$ cat config.mk
export PLATFORM = sky130hd
export DESIGN_NAME = rxacc_ctrl
export DESIGN_NICKNAME = d
export VERILOG_FILES = /design/src/rtl/rxacc_pkg.sv /design/src/rtl/rxacc_rule.sv /design/src/rtl/rxacc_status.sv /design/src/rtl/rxacc_regview.sv /design/src/rtl/rxacc_ctrl.sv
export SDC_FILE = /design/constraint.sdc
export NUM_CORES = 1
export LEC_CHECK = 0
export ABC_AREA = 1
export BUFFER_PORTS_ARGS = -buffer_cell sky130_fd_sc_hd__buf_2
export CELL_PAD_IN_SITES_DETAIL_PLACEMENT = 1
export CELL_PAD_IN_SITES_GLOBAL_PLACEMENT = 1
export CORE_ASPECT_RATIO = 0.75
export CORE_UTILIZATION = 29
export CTS_CLUSTER_DIAMETER = 80
export DETAILED_ROUTE_END_ITERATION = 8
export GPL_TIMING_DRIVEN = 0
export HOLD_SLACK_MARGIN = 0.08
export PLACE_DENSITY = 0.88
export SYNTH_ARGS = -nofsm -noshare
export SYNTH_HDL_FRONTEND = slang
export SYNTH_SLANG_ARGS = --single-unit
$ cat constraint.sdc
create_clock -name clk -period 4.1 [get_ports clk]
set_clock_uncertainty 0.2 [all_clocks]
set_input_delay 0.41 -clock clk [delete_from_list [all_inputs] [get_ports clk]]
set_output_delay 0.41 -clock clk [all_outputs]
set_load 0.03 [all_outputs]
$ cat src/rtl/rxacc_pkg.sv
package rxacc_pkg;
  localparam int REG_W     = 8;
  localparam int HIT_W     = 5;
  localparam int LEG_HIT_W = 3;
  localparam int RM_W      = 2;
  // bit positions software decodes
  localparam int FULL_BIT  = 7;
  localparam int RM_HI_BIT = 6;
  localparam int RM_LO_BIT = 5;

  typedef enum logic {
    OP_LEGACY   = 1'b0,
    OP_ENHANCED = 1'b1
  } op_mode_e;

  typedef struct packed {
    logic             valid;
    logic             ext;
    logic             match;
    logic             ext_sel;
    logic [HIT_W-1:0] idx;
  } frame_t;
endpackage

$ cat src/rtl/rxacc_rule.sv
module rxacc_rule
  import rxacc_pkg::*;
#(
  parameter int HW  = HIT_W,
  parameter int LHW = LEG_HIT_W
) (
  input  op_mode_e          op,
  input  logic [RM_W-1:0]   rmode,
  input  frame_t            frm,
  output logic              accept,
  output logic              accept_all,
  output logic [HW-1:0]     hit_val
);
  logic strict_ok;
  logic [HW-1:0] idx_lim;

  always_comb begin
    if (op == OP_ENHANCED) begin
      accept_all = rmode[1];
      strict_ok  = frm.match;
    end else begin
      accept_all = (rmode == 2'b11);
      unique case (rmode)
        2'b10:   strict_ok = frm.match & frm.ext;
        2'b01:   strict_ok = frm.match & ~frm.ext;
        default: strict_ok = frm.match & (frm.ext == frm.ext_sel);
      endcase
    end
    accept = accept_all | (frm.valid & strict_ok);
  end

  // legacy keeps only the low index bits
  for (genvar i = 0; i < HW; i++) begin : g_lim
    if (i < LHW) begin : g_keep
      assign idx_lim[i] = frm.idx[i];
    end else begin : g_gate
      assign idx_lim[i] = frm.idx[i] & (op == OP_ENHANCED);
    end
  end

  assign hit_val = accept_all ? '0 : idx_lim;
endmodule

$ cat src/rtl/rxacc_status.sv
module rxacc_status
  import rxacc_pkg::*;
#(
  parameter int HW = HIT_W
) (
  input  logic            clk,
  input  logic            rst,
  input  op_mode_e        op,
  input  logic            wr,
  input  logic            wr_full,
  input  logic [RM_W-1:0] wr_rm,
  input  logic            done,
  input  logic            accept,
  input  logic            rtr_in,
  input  logic [HW-1:0]   hit_in,
  output logic            full_q,
  output logic [RM_W-1:0] rm_q,
  output logic            rtr_q,
  output logic [HW-1:0]   hit_q,
  output logic            load_q,
  output logic            drop_q
);
  logic clr, full_eff, take, miss;

  always_comb begin
    clr      = wr & ~wr_full;
    full_eff = full_q & ~clr;      // clear acts before the load
    take     = done & accept & ~full_eff;
    miss     = done & accept & full_eff;
  end

  always_ff @(posedge clk) begin
    if (rst) begin
      full_q <= 1'b0;
      rm_q   <= '0;
      rtr_q  <= 1'b0;
      hit_q  <= '0;
      load_q <= 1'b0;
      drop_q <= 1'b0;
    end else begin
      load_q <= take;
      drop_q <= miss;
      full_q <= take | full_eff;
      if (wr) begin
        rm_q[1] <= wr_rm[1];
        if (op == OP_LEGACY) rm_q[0] <= wr_rm[0];
      end
      if (take) begin
        rtr_q <= rtr_in;
        hit_q <= hit_in;
      end
    end
  end
endmodule

$ cat src/rtl/rxacc_regview.sv
module rxacc_regview
  import rxacc_pkg::*;
#(
  parameter int HW  = HIT_W,
  parameter int LHW = LEG_HIT_W
) (
  input  op_mode_e         op,
  input  logic             full,
  input  logic [RM_W-1:0]  rm,
  input  logic             rtr,
  input  logic [HW-1:0]    hit,
  output logic [REG_W-1:0] rdata
);
  always_comb begin
    if (op == OP_ENHANCED)
      rdata = {full, rm[1], rtr, hit};
    else
      rdata = {full, rm, 1'b0, rtr, hit[LHW-1:0]};
  end
endmodule

$ cat src/rtl/rxacc_ctrl.sv
module rxacc_ctrl
  import rxacc_pkg::*;
(
  input  logic             clk,
  input  logic             rst,
  input  logic             enh_mode,
  input  logic             frm_done,
  input  logic             frm_valid,
  input  logic             frm_ext,
  input  logic             frm_rtr,
  input  logic             flt_match,
  input  logic             flt_ext_sel,
  input  logic [HIT_W-1:0] flt_idx,
  input  logic             reg_wr,
  input  logic [REG_W-1:0] reg_wdata,
  output logic [REG_W-1:0] reg_rdata,
  output logic             buf_full,
  output logic             rtr_flag,
  output logic [HIT_W-1:0] hit_idx,
  output logic             load_stb,
  output logic             drop_stb
);
  op_mode_e         op;
  frame_t           frm;
  logic             accept, accept_all;
  logic [HIT_W-1:0] hit_val;
  logic [RM_W-1:0]  rm_q;
  logic             unused_wbits;

  assign op  = enh_mode ? OP_ENHANCED : OP_LEGACY;
  assign frm = '{valid: frm_valid, ext: frm_ext, match: flt_match,
                 ext_sel: flt_ext_sel, idx: flt_idx};
  assign unused_wbits = ^reg_wdata[RM_LO_BIT-1:0];

  rxacc_rule #(.HW(HIT_W), .LHW(LEG_HIT_W)) u_rule (
    .op(op), .rmode(rm_q), .frm(frm),
    .accept(accept), .accept_all(accept_all), .hit_val(hit_val)
  );

  rxacc_status #(.HW(HIT_W)) u_stat (
    .clk(clk), .rst(rst), .op(op),
    .wr(reg_wr), .wr_full(reg_wdata[FULL_BIT]),
    .wr_rm(reg_wdata[RM_HI_BIT:RM_LO_BIT]),
    .done(frm_done), .accept(accept), .rtr_in(frm_rtr), .hit_in(hit_val),
    .full_q(buf_full), .rm_q(rm_q), .rtr_q(rtr_flag), .hit_q(hit_idx),
    .load_q(load_stb), .drop_q(drop_stb)
  );

  rxacc_regview #(.HW(HIT_W), .LHW(LEG_HIT_W)) u_view (
    .op(op), .full(buf_full), .rm(rm_q), .rtr(rtr_flag),
    .hit(hit_idx), .rdata(reg_rdata)
  );
endmodule

==> impl_metrics.json <==
{
  "status": "finished, violations left",
  "violations": "design-rule violations",
  "grt_max_degree": 11,
  "nets": 163,
  "rsz0062_at_grt": "no",
  "cts_max_level": 1,
  "clock-sinks": 11,
  "ys_ff_latch": 11,
  "syn_area_um2": 667,
  "crit_fanout": 9,
  "final_antenna_net_count": 0,
  "peakVddDrop_v": 0.000142,
  "hp-class": "in -> reg",
  "clockBufferDepth": 2,
  "routed_wl_um": 1760,
  "drv_cap": 0,
  "hold_viol": 0,
  "hold_buffers": 0,
  "dp_hpwl_um": 1470,
  "path_clk_slew_ps": 70,
  "grt_pass1_wl_um": 2970,
  "path_class": "reg -> reg",
  "seqCellArea_um2": 220,
  "grt_overflow": 0,
  "crit_family": "simple AND/OR/NAND/NOR gates",
  "syn_area_per_cell_um2": 6.81,
  "yosysSeqAreaShare": 0.330,
  "yosys.area_share.adder": 0.0563,
  "muxShareOfSynthArea": 0,
  "cts-root-buf": "clkbuf_4",
  "place_congestion": 0.713,
  "drt_iter0_markers": 10,
  "via_per_inst": 4.46,
  "grt_use_total": 0.161,
  "whs_ps": 153,
  "grt_pass1_vias": 674,
  "synth_xor_area_frac": 0,
  "setup_tns_ps": 0,
  "synth_top_area_share": 0.330,
  "worstPathRequired_ps": 4060,
  "cts-resized-gates": 0,
  "power.switching_uw": 105,
  "p_clk_frac": 0.258,
  "max_slew_margin": 0.762,
  "cts_tree": "yes",
  "met2WireLength_um": 867,
  "dr.pass1.iters": 6,
  "cp.arrival_ps": 1910,
  "drc": 3,
  "setup_viol": 0,
  "io_buffers": 34,
  "drive_gt1_frac": 0.382,
  "top_level_ports": 40,
  "ys_types": 19,
  "die_h_um": 43.5,
  "num_vias": 714,
  "start_util": 0.320,
  "worstSetupEndpointType": "register",
  "p_leak_nw": 0.532,
  "powerDensity_nw_per_um2": 326,
  "die_x_um": 57.4,
  "critPathBufInv": 2,
  "row_count": 14,
  "synth_top_family_by_area": "simple AND/OR/NAND/NOR gates",
  "swShare": 0.361,
  "min_period_ps": 1940,
  "fillers": 286,
  "yosys.area_share.simple": 0.349,
  "path_cells": "inv_1, ha_1, inv_1, nand3_1, nand2_1, nand2_1, nand2_2, nand2_4, nand3_4, nor2_1, nor2_2",
  "dieArea_um2": 2500,
  "yosys.area.top_type": "dfxtp_1",
  "top_layer_used": "met4",
  "cp_slowest_stage_delay_ps": 390,
  "cts-buffers-inserted": 3,
  "p_comb_frac": 0.330,
  "grt_antenna_before_repair": 0,
  "diodes": 0,
  "dr_wl_met3_um": 94,
  "worstMarginPinSlew_ps": 356,
  "synth_nets": 124,
  "multi_input_area_um2": 323,
  "postCtsSetupBuffers": 0,
  "netlist_instances": 98,
  "wl_per_cell_um": 11.0,
  "wl_met1_um": 763,
  "period_share": 0.474,
  "clkLatencyLatePin_ps": 270,
  "max_freq_mhz": 515,
  "cp_slowest_cell": "dfxtp_1",
  "synth_compound_area_frac": 0.0788,
  "ys_warn_count": 0,
  "power_frac_seq": 0.411,
  "startpoint_type": "register",
  "core-area_um2": 2080,
  "syn_to_final_growth_pct": 34.0,
  "internal_power_uw": 186,
  "synth.area.top_cells": "dfxtp_1 33%, nand2_1 15%, inv_1 10%, buf_4 5.6%, ha_1 5.6%",
  "drv_slew": 0
}
==> through the flow <==
stage,setup WS [ps],utilization,area (um^2),cells,power (mW)
after CTS,2160,0.429,893,160,0.297
after floorplan,2210,-,667,98,0.189
after global placement,2330,0.416,867,156,0.215
after detailed placement,2180,0.416,867,156,0.220
after global routing,2020,0.429,893,160,0.311
final,2160,0.429,893,160,0.292
==> synth_stat cells, drive strengths merged <==
library cell / instances
dfxtp: 11
and2: 1
ha: 3
nand3: 6
nand4: 4
nand2: 28
o21ai: 6
nor3: 1
inv: 20
a21oi: 3
buf: 6
nor2: 9
==> worst paths after layout <==
| check | startpoint | cells past startpoint | end | slack, ps |
|---|---|---|---|---|
| hold / removal | rst | 2 | u_stat.full_q$_SDFF_PP0_ | 150 |
| setup / recovery | u_stat.rm_q[1]$_SDFFE_PP0P_ | 11 | u_stat.hit_q[0]$_SDFFE_PP0P_ | 2160 |
| hold reg to reg | u_stat.hit_q[1]$_SDFFE_PP0P_ | 4 | u_stat.hit_q[1]$_SDFFE_PP0P_ | 330 |
| setup reg to reg | u_stat.rm_q[1]$_SDFFE_PP0P_ | 11 | u_stat.hit_q[0]$_SDFFE_PP0P_ | 2160 |
==> cell families (layout without fill, tap and decap cells) <==
logic type,count (synthesis),count (layout)
buffers and inverters,26,64
adders and majority gates,3,3
and+or+nand+nor,49,49
DFF,11,11
AOI/OAI and AO/OA,9,9
==> state kept, by name, summed over array words and instances (netlist names) <==
| name | count |
|---|---|
| u_stat.hit_q | 5 |
| u_stat.rm_q | 2 |
| u_stat.drop_q | 1 |
| u_stat.full_q | 1 |
| u_stat.load_q | 1 |
| u_stat.rtr_q | 1 |
==> metal layers <==
layer  vias up  global-route usage
met3         5              0.0507
met1       312               0.178
li1        373                   -
met5         -                   0
met2        24               0.286
met4         0              0.0732
==> area by class of cell <==
type / instances / area share
Inverter: 20 / 0.0840
Buffer: 6 / 0.0546
Tap cell: 24 / 0.0336
Clock buffer: 4 / 0.0294
Multi-Input combinational cell: 61 / 0.361
Timing Repair Buffer: 34 / 0.190
Sequential cell: 11 / 0.246
==> cell usage in the layout (no fill, tap or decap), drive strengths merged <==
cell,n
dfxtp,11
nand3,6
inv,20
buf,40
o21ai,6
nand4,4
and2,1
nor2,9
nor3,1
nand2,28
clkbuf,4
ha,3
a21oi,3
==> power by group through the flow <==
stage	clock network, mW	registers, mW	logic (mW)
final	0.0753	0.120	0.0963
after global routing	0.0845	0.121	0.106
after CTS	0.0795	0.120	0.0976
after detailed placement	0	0.123	0.0973
after global placement	0	0.122	0.0934
after floorplan	0	0.135	0.0538
(Power assumes the default switching activity.)
